--- src/rtl/hpc_pkg.sv ---
package hpc_pkg;

   typedef enum logic [3:0] {
      HS_NORMAL     = 4'd0,
      HS_HALT_MSG   = 4'd1,
      HS_SLEEP      = 4'd2,
      HS_SNP_LOOK   = 4'd3,
      HS_SNP_RESP   = 4'd4,
      HS_FLUSH_WALK = 4'd5,
      HS_FLUSH_INV  = 4'd6,
      HS_STOP_GNT   = 4'd7,
      HS_WAKE       = 4'd8
   } hpc_state_e;

   typedef struct packed {
      logic irq;
      logic flush;
      logic snoop;
   } hpc_pend_t;

   function automatic logic hpc_is_gated(input hpc_state_e s);
      return (s == HS_SLEEP) || (s == HS_SNP_LOOK) || (s == HS_SNP_RESP) ||
             (s == HS_FLUSH_WALK) || (s == HS_FLUSH_INV) || (s == HS_STOP_GNT);
   endfunction

   function automatic logic hpc_latches_live(input hpc_state_e s);
      return (s != HS_NORMAL) && (s != HS_WAKE);
   endfunction

endpackage

--- src/rtl/hpc_req_latch.sv ---
module hpc_req_latch
   import hpc_pkg::*;
#(
   parameter int NUM_EVT = 5,
   parameter int AW      = 32
) (
   input  logic               clk,
   input  logic               rst_n,
   input  logic               capture_en,
   input  logic [NUM_EVT-1:0] irq_evt,
   input  logic               snoop_req,
   input  logic [AW-1:0]      snoop_addr,
   input  logic               flush_req,
   input  logic               take_snoop,
   input  logic               take_flush,
   output hpc_pend_t          pend,
   output logic [AW-1:0]      snp_addr_q
);

   logic [NUM_EVT-1:0] irq_lat_q;
   logic               snp_lat_q;
   logic               fl_lat_q;

   generate
      if (NUM_EVT < 1) begin : g_bad_evt
         $error("hpc_req_latch: NUM_EVT must be at least 1");
      end
      if (AW < 1) begin : g_bad_aw
         $error("hpc_req_latch: AW must be at least 1");
      end
      for (genvar e = 0; e < NUM_EVT; e++) begin : g_irq
         always_ff @(posedge clk or negedge rst_n) begin
            if (!rst_n) begin
               irq_lat_q[e] <= 1'b0;
            end else if (!capture_en) begin
               irq_lat_q[e] <= 1'b0;
            end else if (irq_evt[e]) begin
               irq_lat_q[e] <= 1'b1;
            end
         end
      end
   endgenerate

   always_ff @(posedge clk or negedge rst_n) begin
      if (!rst_n) begin
         snp_lat_q <= 1'b0;
      end else if (!capture_en || take_snoop) begin
         snp_lat_q <= 1'b0;
      end else if (snoop_req) begin
         snp_lat_q <= 1'b1;
      end
   end

   always_ff @(posedge clk or negedge rst_n) begin
      if (!rst_n) begin
         snp_addr_q <= '0;
      end else if (capture_en && snoop_req && !snp_lat_q) begin
         snp_addr_q <= snoop_addr;
      end
   end

   always_ff @(posedge clk or negedge rst_n) begin
      if (!rst_n) begin
         fl_lat_q <= 1'b0;
      end else if (!capture_en || take_flush) begin
         fl_lat_q <= 1'b0;
      end else if (flush_req) begin
         fl_lat_q <= 1'b1;
      end
   end

   always_comb begin
      pend.irq   = capture_en && (|(irq_lat_q | irq_evt));
      pend.flush = capture_en && (fl_lat_q || flush_req);
      pend.snoop = capture_en && (snp_lat_q || snoop_req);
   end

endmodule

--- src/rtl/hpc_snoop_resp.sv ---
module hpc_snoop_resp #(
   parameter int NUM_CACHES = 3
) (
   input  logic                  look_act,
   input  logic                  resp_act,
   input  logic [NUM_CACHES-1:0] cache_hit,
   input  logic [NUM_CACHES-1:0] cache_hitm,
   output logic [NUM_CACHES-1:0] cache_lookup,
   output logic                  snp_rsp_vld,
   output logic                  snp_hit,
   output logic                  snp_hitm
);

   logic [NUM_CACHES-1:0] hit_gated;
   logic [NUM_CACHES-1:0] hitm_gated;

   generate
      if (NUM_CACHES < 1) begin : g_bad_caches
         $error("hpc_snoop_resp: NUM_CACHES must be at least 1");
      end
      for (genvar c = 0; c < NUM_CACHES; c++) begin : g_cache
         assign cache_lookup[c] = look_act;
         assign hit_gated[c]    = resp_act & cache_hit[c];
         assign hitm_gated[c]   = resp_act & cache_hitm[c];
      end
   endgenerate

   assign snp_rsp_vld = resp_act;
   assign snp_hit     = |hit_gated;
   assign snp_hitm    = |hitm_gated;

endmodule

--- src/rtl/hpc_flush_seq.sv ---
module hpc_flush_seq #(
   parameter int LINES = 16,
   localparam int IDX_W = (LINES > 1) ? $clog2(LINES) : 1
) (
   input  logic             clk,
   input  logic             rst_n,
   input  logic             walk_act,
   input  logic             line_dirty,
   output logic [IDX_W-1:0] flush_idx,
   output logic             wb_stb,
   output logic             walk_last
);

   localparam logic [IDX_W-1:0] LAST_IDX = IDX_W'(LINES - 1);

   logic [IDX_W-1:0] idx_q;

   generate
      if (LINES < 2) begin : g_bad_lines
         $error("hpc_flush_seq: LINES must be at least 2");
      end
   endgenerate

   always_ff @(posedge clk or negedge rst_n) begin
      if (!rst_n) begin
         idx_q <= '0;
      end else if (walk_act && (idx_q != LAST_IDX)) begin
         idx_q <= idx_q + IDX_W'(1);
      end else begin
         idx_q <= '0;
      end
   end

   assign flush_idx = idx_q;
   assign wb_stb    = walk_act && line_dirty;
   assign walk_last = walk_act && (idx_q == LAST_IDX);

endmodule

--- src/rtl/hpc_fsm.sv ---
module hpc_fsm
   import hpc_pkg::*;
(
   input  logic       clk,
   input  logic       rst_n,
   input  logic       halt_retire,
   input  logic       spc_ack,
   input  logic       smi_ret,
   input  logic       smi_ret_halt,
   input  logic       stpclk,
   input  hpc_pend_t  pend,
   input  logic       walk_last,
   output hpc_state_e st_q,
   output logic       take_snoop,
   output logic       take_flush
);

   hpc_state_e st_d;

   always_comb begin
      st_d = st_q;
      unique case (st_q)
         HS_NORMAL: begin
            if (halt_retire) begin
               st_d = HS_HALT_MSG;
            end else if (smi_ret && smi_ret_halt) begin
               st_d = HS_SLEEP;
            end
         end
         HS_HALT_MSG: begin
            if (spc_ack) begin
               st_d = HS_SLEEP;
            end
         end
         HS_SLEEP: begin
            if (pend.irq) begin
               st_d = HS_WAKE;
            end else if (stpclk) begin
               st_d = HS_STOP_GNT;
            end else if (pend.flush) begin
               st_d = HS_FLUSH_WALK;
            end else if (pend.snoop) begin
               st_d = HS_SNP_LOOK;
            end
         end
         HS_SNP_LOOK:   st_d = HS_SNP_RESP;
         HS_SNP_RESP:   st_d = HS_SLEEP;
         HS_FLUSH_WALK: begin
            if (walk_last) begin
               st_d = HS_FLUSH_INV;
            end
         end
         HS_FLUSH_INV:  st_d = HS_SLEEP;
         HS_STOP_GNT: begin
            if (!stpclk) begin
               st_d = HS_SLEEP;
            end
         end
         HS_WAKE:       st_d = HS_NORMAL;
         default:       st_d = HS_NORMAL;
      endcase
   end

   always_ff @(posedge clk or negedge rst_n) begin
      if (!rst_n) begin
         st_q <= HS_NORMAL;
      end else begin
         st_q <= st_d;
      end
   end

   assign take_snoop = (st_q == HS_SLEEP) && (st_d == HS_SNP_LOOK);
   assign take_flush = (st_q == HS_SLEEP) && (st_d == HS_FLUSH_WALK);

endmodule

--- src/rtl/halt_pwr_ctrl.sv ---
module halt_pwr_ctrl
   import hpc_pkg::*;
#(
   parameter int NUM_EVT    = 5,
   parameter int NUM_CACHES = 3,
   parameter int LINES      = 16,
   parameter int AW         = 32,
   localparam int IDX_W     = (LINES > 1) ? $clog2(LINES) : 1
) (
   input  logic                  clk,
   input  logic                  rst_n,
   input  logic                  halt_retire,
   input  logic                  spc_ack,
   output logic                  spc_req,
   input  logic                  smi_ret,
   input  logic                  smi_ret_halt,
   input  logic [NUM_EVT-1:0]    irq_evt,
   input  logic                  stpclk,
   output logic                  stop_gnt,
   input  logic                  flush_req,
   output logic [IDX_W-1:0]      flush_idx,
   input  logic                  line_dirty,
   output logic                  wb_stb,
   output logic                  inval_all,
   input  logic                  snoop_req,
   input  logic [AW-1:0]         snoop_addr,
   output logic [NUM_CACHES-1:0] cache_lookup,
   output logic [AW-1:0]         lookup_addr,
   input  logic [NUM_CACHES-1:0] cache_hit,
   input  logic [NUM_CACHES-1:0] cache_hitm,
   output logic                  snp_rsp_vld,
   output logic                  snp_hit,
   output logic                  snp_hitm,
   output logic                  pwr_gate_en
);

   hpc_state_e st_q;
   hpc_pend_t  pend;
   logic       take_snoop;
   logic       take_flush;
   logic       walk_last;
   logic       capture_en;

   assign capture_en = hpc_latches_live(st_q);

   hpc_req_latch #(
      .NUM_EVT (NUM_EVT),
      .AW      (AW)
   ) u_latch (
      .clk        (clk),
      .rst_n      (rst_n),
      .capture_en (capture_en),
      .irq_evt    (irq_evt),
      .snoop_req  (snoop_req),
      .snoop_addr (snoop_addr),
      .flush_req  (flush_req),
      .take_snoop (take_snoop),
      .take_flush (take_flush),
      .pend       (pend),
      .snp_addr_q (lookup_addr)
   );

   hpc_fsm u_fsm (
      .clk          (clk),
      .rst_n        (rst_n),
      .halt_retire  (halt_retire),
      .spc_ack      (spc_ack),
      .smi_ret      (smi_ret),
      .smi_ret_halt (smi_ret_halt),
      .stpclk       (stpclk),
      .pend         (pend),
      .walk_last    (walk_last),
      .st_q         (st_q),
      .take_snoop   (take_snoop),
      .take_flush   (take_flush)
   );

   hpc_flush_seq #(
      .LINES (LINES)
   ) u_flush (
      .clk        (clk),
      .rst_n      (rst_n),
      .walk_act   (st_q == HS_FLUSH_WALK),
      .line_dirty (line_dirty),
      .flush_idx  (flush_idx),
      .wb_stb     (wb_stb),
      .walk_last  (walk_last)
   );

   hpc_snoop_resp #(
      .NUM_CACHES (NUM_CACHES)
   ) u_snoop (
      .look_act     (st_q == HS_SNP_LOOK),
      .resp_act     (st_q == HS_SNP_RESP),
      .cache_hit    (cache_hit),
      .cache_hitm   (cache_hitm),
      .cache_lookup (cache_lookup),
      .snp_rsp_vld  (snp_rsp_vld),
      .snp_hit      (snp_hit),
      .snp_hitm     (snp_hitm)
   );

   assign spc_req     = (st_q == HS_HALT_MSG);
   assign stop_gnt    = (st_q == HS_STOP_GNT);
   assign inval_all   = (st_q == HS_FLUSH_INV);
   assign pwr_gate_en = hpc_is_gated(st_q);

endmodule

--- config.mk ---
export PLATFORM = sky130hd
export DESIGN_NAME = halt_pwr_ctrl
export DESIGN_NICKNAME = d
export VERILOG_FILES = /design/src/rtl/hpc_pkg.sv /design/src/rtl/hpc_req_latch.sv /design/src/rtl/hpc_snoop_resp.sv /design/src/rtl/hpc_flush_seq.sv /design/src/rtl/hpc_fsm.sv /design/src/rtl/halt_pwr_ctrl.sv
export SDC_FILE = /design/constraint.sdc
export NUM_CORES = 1
export LEC_CHECK = 0
export ABC_AREA = 1
export BUFFER_PORTS_ARGS = -buffer_cell sky130_fd_sc_hd__buf_2
export CORE_ASPECT_RATIO = 1.4
export CORE_MARGIN = 5
export CORE_UTILIZATION = 46
export CTS_CLUSTER_DIAMETER = 150
export CTS_CLUSTER_SIZE = 40
export DETAILED_ROUTE_END_ITERATION = 10
export GPL_TIMING_DRIVEN = 0
export PLACE_DENSITY = 0.85
export SYNTH_ARGS = -nofsm -noshare
export SYNTH_HDL_FRONTEND = slang
export SYNTH_HIERARCHICAL = 1
export SYNTH_SLANG_ARGS = --single-unit
--- constraint.sdc ---
create_clock -name clk -period 2.95 [get_ports clk]
set_clock_uncertainty 0.1 [all_clocks]
set_input_delay 0.1475 -clock clk [delete_from_list [all_inputs] [get_ports clk]]
set_output_delay 0.1475 -clock clk [all_outputs]
set_load 0.01 [all_outputs]
==> impl_results.md <==
- Internal: 1.85 mW
- Row Count: 30
- Iteration count of the initial detailed-routing pass: 4
- Critical Path Source: u_fsm/st_q[1]
- Synth Register Bits: 47
- CP Launch Type: flip-flop
- Antenna-violating nets left: 0
- Layout cells sized above 1: 37.5%
- Combinational power share: 46.5%
- PD cells: 903 nW/um2
- CTS resizes: 0
- FF-to-FF Start: u_fsm/st_q[1]
- Worst reg2reg path depth: 12
- Net load switching power: 1.21 mW
- Crit path kind: flip-flop to flip-flop
- N_diodes: 0
- Initial Util: 47.9%
- Worst R2R End: u_latch/snp_lat_q
- Tightest Pin Transition: 1010 ps
- Status: completed
- Skew-Pair Late Insertion Delay: 290 ps
- Global route hottest layer: met2
- Critical Path Sink: u_latch/snp_lat_q
- Port Buffers: 99
- Tmin final: 2070 ps
- Sequential fraction of design power: 35.7%
- Slew headroom: 32.9%
- CTS HTree Levels: 2
- CTS Buf Count: 5
- Post-Synthesis Cells: 276
- Die H: 94.6 um
- Final net count: 469
- CTS tree: built
- Most frequent cell on the critical path: nand2_1
- Buf/Inv on CP: 2
- Max Freq: 482 MHz
- CP peak stage delay: 510 ps
- Global Route Usage Sum: 18.7%
- Final wirelength: 6050 um
- Top-area cell type share of the netlist area: 50.0%
- Synthesized Nets: 330
- Root Driver: clkbuf_8
- CTS max path bufs: 2
- Clock share of power: 17.8%
- First-pass GRT wire length: 10100 um
- R2R setup slack: 880 ps
- Layout area overhead: 44.1%
- CP endpoint kind: flip-flop
- Synthesized area per cell: 8.53 um2
- DRC: 0
- WP depth: 12
- 1st-iter DRT viols: 62
- Vias in the first global route: 2289
- Reg area: 1180 um2
- Worst vdd ir: 0.602 mV
- Top cell type by total area after synthesis: dfrtp_1
- HPWL Detailed: 4080 um
- Fin. max-slew vios: 0
- Peak fanout along the critical path: 11
- RSZ-0062 raised after global routing: false
- Tightest Hold Check Type: input pin to flip-flop
- Core area: 4920 um2
- Critical path's slowest cell: dfrtp_1
- Setup TNS: 0 ps
- Top cell family by delay on the critical path: simple AND/OR/NAND/NOR gates
- I/O Pins: 100
- Tcrit/Tclk final: 70.3%
- Hold Path Cell Cnt: 3
- Vias per cell: 4.69
- Final setup fails: 0
- CP required: 3040 ps
- Clock sinks: 47
- Inst Count DP: 439
- Crit path DAT: 2170 ps
- GR Util met3: 6.92%
- Wire length per cell: 12.6 um
- Met1 usage: 21.0%
- Sequential share of the synthesized area: 50.0%
- Sw Share: 39.5%
- Initial antenna violation count: 0
- Cell area after synthesis: 2350 um2
- Die Wd: 70.5 um
- Met2 usage in global routing: 33.2%
- Fillers: 382
- Overflow after GRT: 0
- Cells along the critical path: inv_1 > nand2_1 > nor2_1 > nor3b_2 > inv_1 > nand3_1 > nand2_1 > nand2_1 > nand2_1 > nor2_1 > nor2_1 > a211oi_1
- Unique masters post-synth: 20
- Area occupied by multi-input gates: 881 um2
- Final hold vios: 0
- Die footprint: 6670 um2
- Routability cong.: 0.844
- Fin cells: 480
- Largest net degree at the start of global routing: 48
- Synth area leaders: dfrtp_1 (50%), o21ai_2 (12%), nand2_1 (11%)
- Worst-path clk slew: 80 ps
- P_leak: 1.92 nW
- Max cap viols: 0
- Synth warn: 6
- Vias: 2249
## layer usage
layer | wire length, um | share of wire [%] | vias to the layer above
met5 | 0 | 0 | -
met4 | 91 | 1.5 | 0
met3 | 591 | 9.8 | 11
met2 | 3040 | 50 | 93
met1 | 2330 | 38 | 1029
li1 | - | - | 1116
## worst reg2reg max path: stages, from the launching register on
cell	delay, ps
dfrtp_1	510
inv_1	120
nand2_1	70
nor2_1	210
nor3b_2	220
inv_1	70
nand3_1	90
nand2_1	60
nand2_1	50
nand2_1	40
nor2_1	180
nor2_1	60
a211oi_1	200
## cell type report
cell class	instances	area share, %
sequential	47	34.7
multi-input combinational	166	26.0
clock inverter	2	1.77
timing repair buffer	132	24.3
buffer	10	2.88
inverter	53	5.87
tap	64	2.36
clock buffer	6	2.14
## worst min path at each step
stage	startpoint	to	slack (ps)
floorplan	rst_n	u_flush/flush_idx[0]	-250
global placement	rst_n	u_latch/snp_addr_q[8]	280
detailed placement	rst_n	u_latch/snp_addr_q[8]	290
CTS	snoop_addr[31]	u_latch/snp_addr_q[31]	1
global route	snoop_addr[16]	u_latch/snp_addr_q[16]	3
finish	snoop_addr[31]	u_latch/snp_addr_q[31]	7
## power groups by stage
stage	sequential [mW]	combinational (mW)	clock, mW
after floorplan	1.18	0.826	0
after global placement	1.09	1.34	0
after detailed placement	1.10	1.39	0
after CTS	1.09	1.42	0.559
after global routing	1.13	1.58	0.584
final	1.09	1.43	0.544
## synth_stat cells (all sizes together)
| master | n |
|---|---|
| a211oi | 2 |
| a21oi | 3 |
| buf | 10 |
| dfrtp | 47 |
| ha | 1 |
| inv | 53 |
| nand2 | 70 |
| nand3 | 13 |
| nand3b | 3 |
| nand4 | 2 |
| nor2 | 35 |
| nor3b | 1 |
| o211ai | 1 |
| o21ai | 35 |
## logic make-up after synthesis
| group | after synthesis | share of synthesized area, % |
|---|---|---|
| AND/OR/NAND/NOR | 124 | 22.6 |
| flip-flops | 47 | 50.0 |
| AO/OA/AOI/OAI | 41 | 14.3 |
| adder cells (fa/ha/maj) | 1 | 0.532 |
| buffers and inverters | 63 | 12.6 |
## sequential cells by signal (all words and copies together), names as in the netlist
name,cells
u_flush/flush_idx,4
u_fsm/st_q,4
u_latch/fl_lat_q,1
u_latch/irq_lat_q,5
u_latch/snp_addr_q,32
u_latch/snp_lat_q,1
## stage by stage
| stage | hold WS, ps | power (mW) | cell area (um2) | utilization, % | setup WS (ps) |
|---|---|---|---|---|---|
| 2_1_floorplan | -248 | 2.01 | 2350 | - | 1240 |
| 3_3_place_gp | 279 | 2.43 | 2930 | 59.6 | 957 |
| 3_5_place_dp | 292 | 2.48 | 2930 | 59.6 | 893 |
| 4_1_cts | 1.20 | 3.07 | 3380 | 68.8 | 870 |
| 5_1_grt | 3.39 | 3.30 | 3390 | 69.0 | 616 |
| 6_report | 6.99 | 3.06 | 3390 | 69.0 | 875 |
## placed cells by master (no fill, tap or decap)
cell type / instances
dfrtp_1: 47
ha_1: 1
o21ai_2: 33
buf_6: 6
nor3b_2: 1
a211oi_1: 2
nor2_4: 1
bufinv_16: 2
o211ai_1: 1
nand2_2: 2
inv_2: 2
clkbuf_8: 5
dlygate4sd3_1: 33
nor2_1: 34
inv_1: 51
buf_2: 99
o21ai_0: 2
buf_4: 4
nand2_1: 68
nand4_1: 2
nand3_1: 12
nand3b_1: 3
a21oi_1: 3
nand3_4: 1
clkbuf_1: 1
## timing repair
item,4_1_cts,5_1_grt
hold buffers,32,1
buffers inserted,0,0
endpoints found under the hold margin,78,1
(Power assumes the default switching activity.)
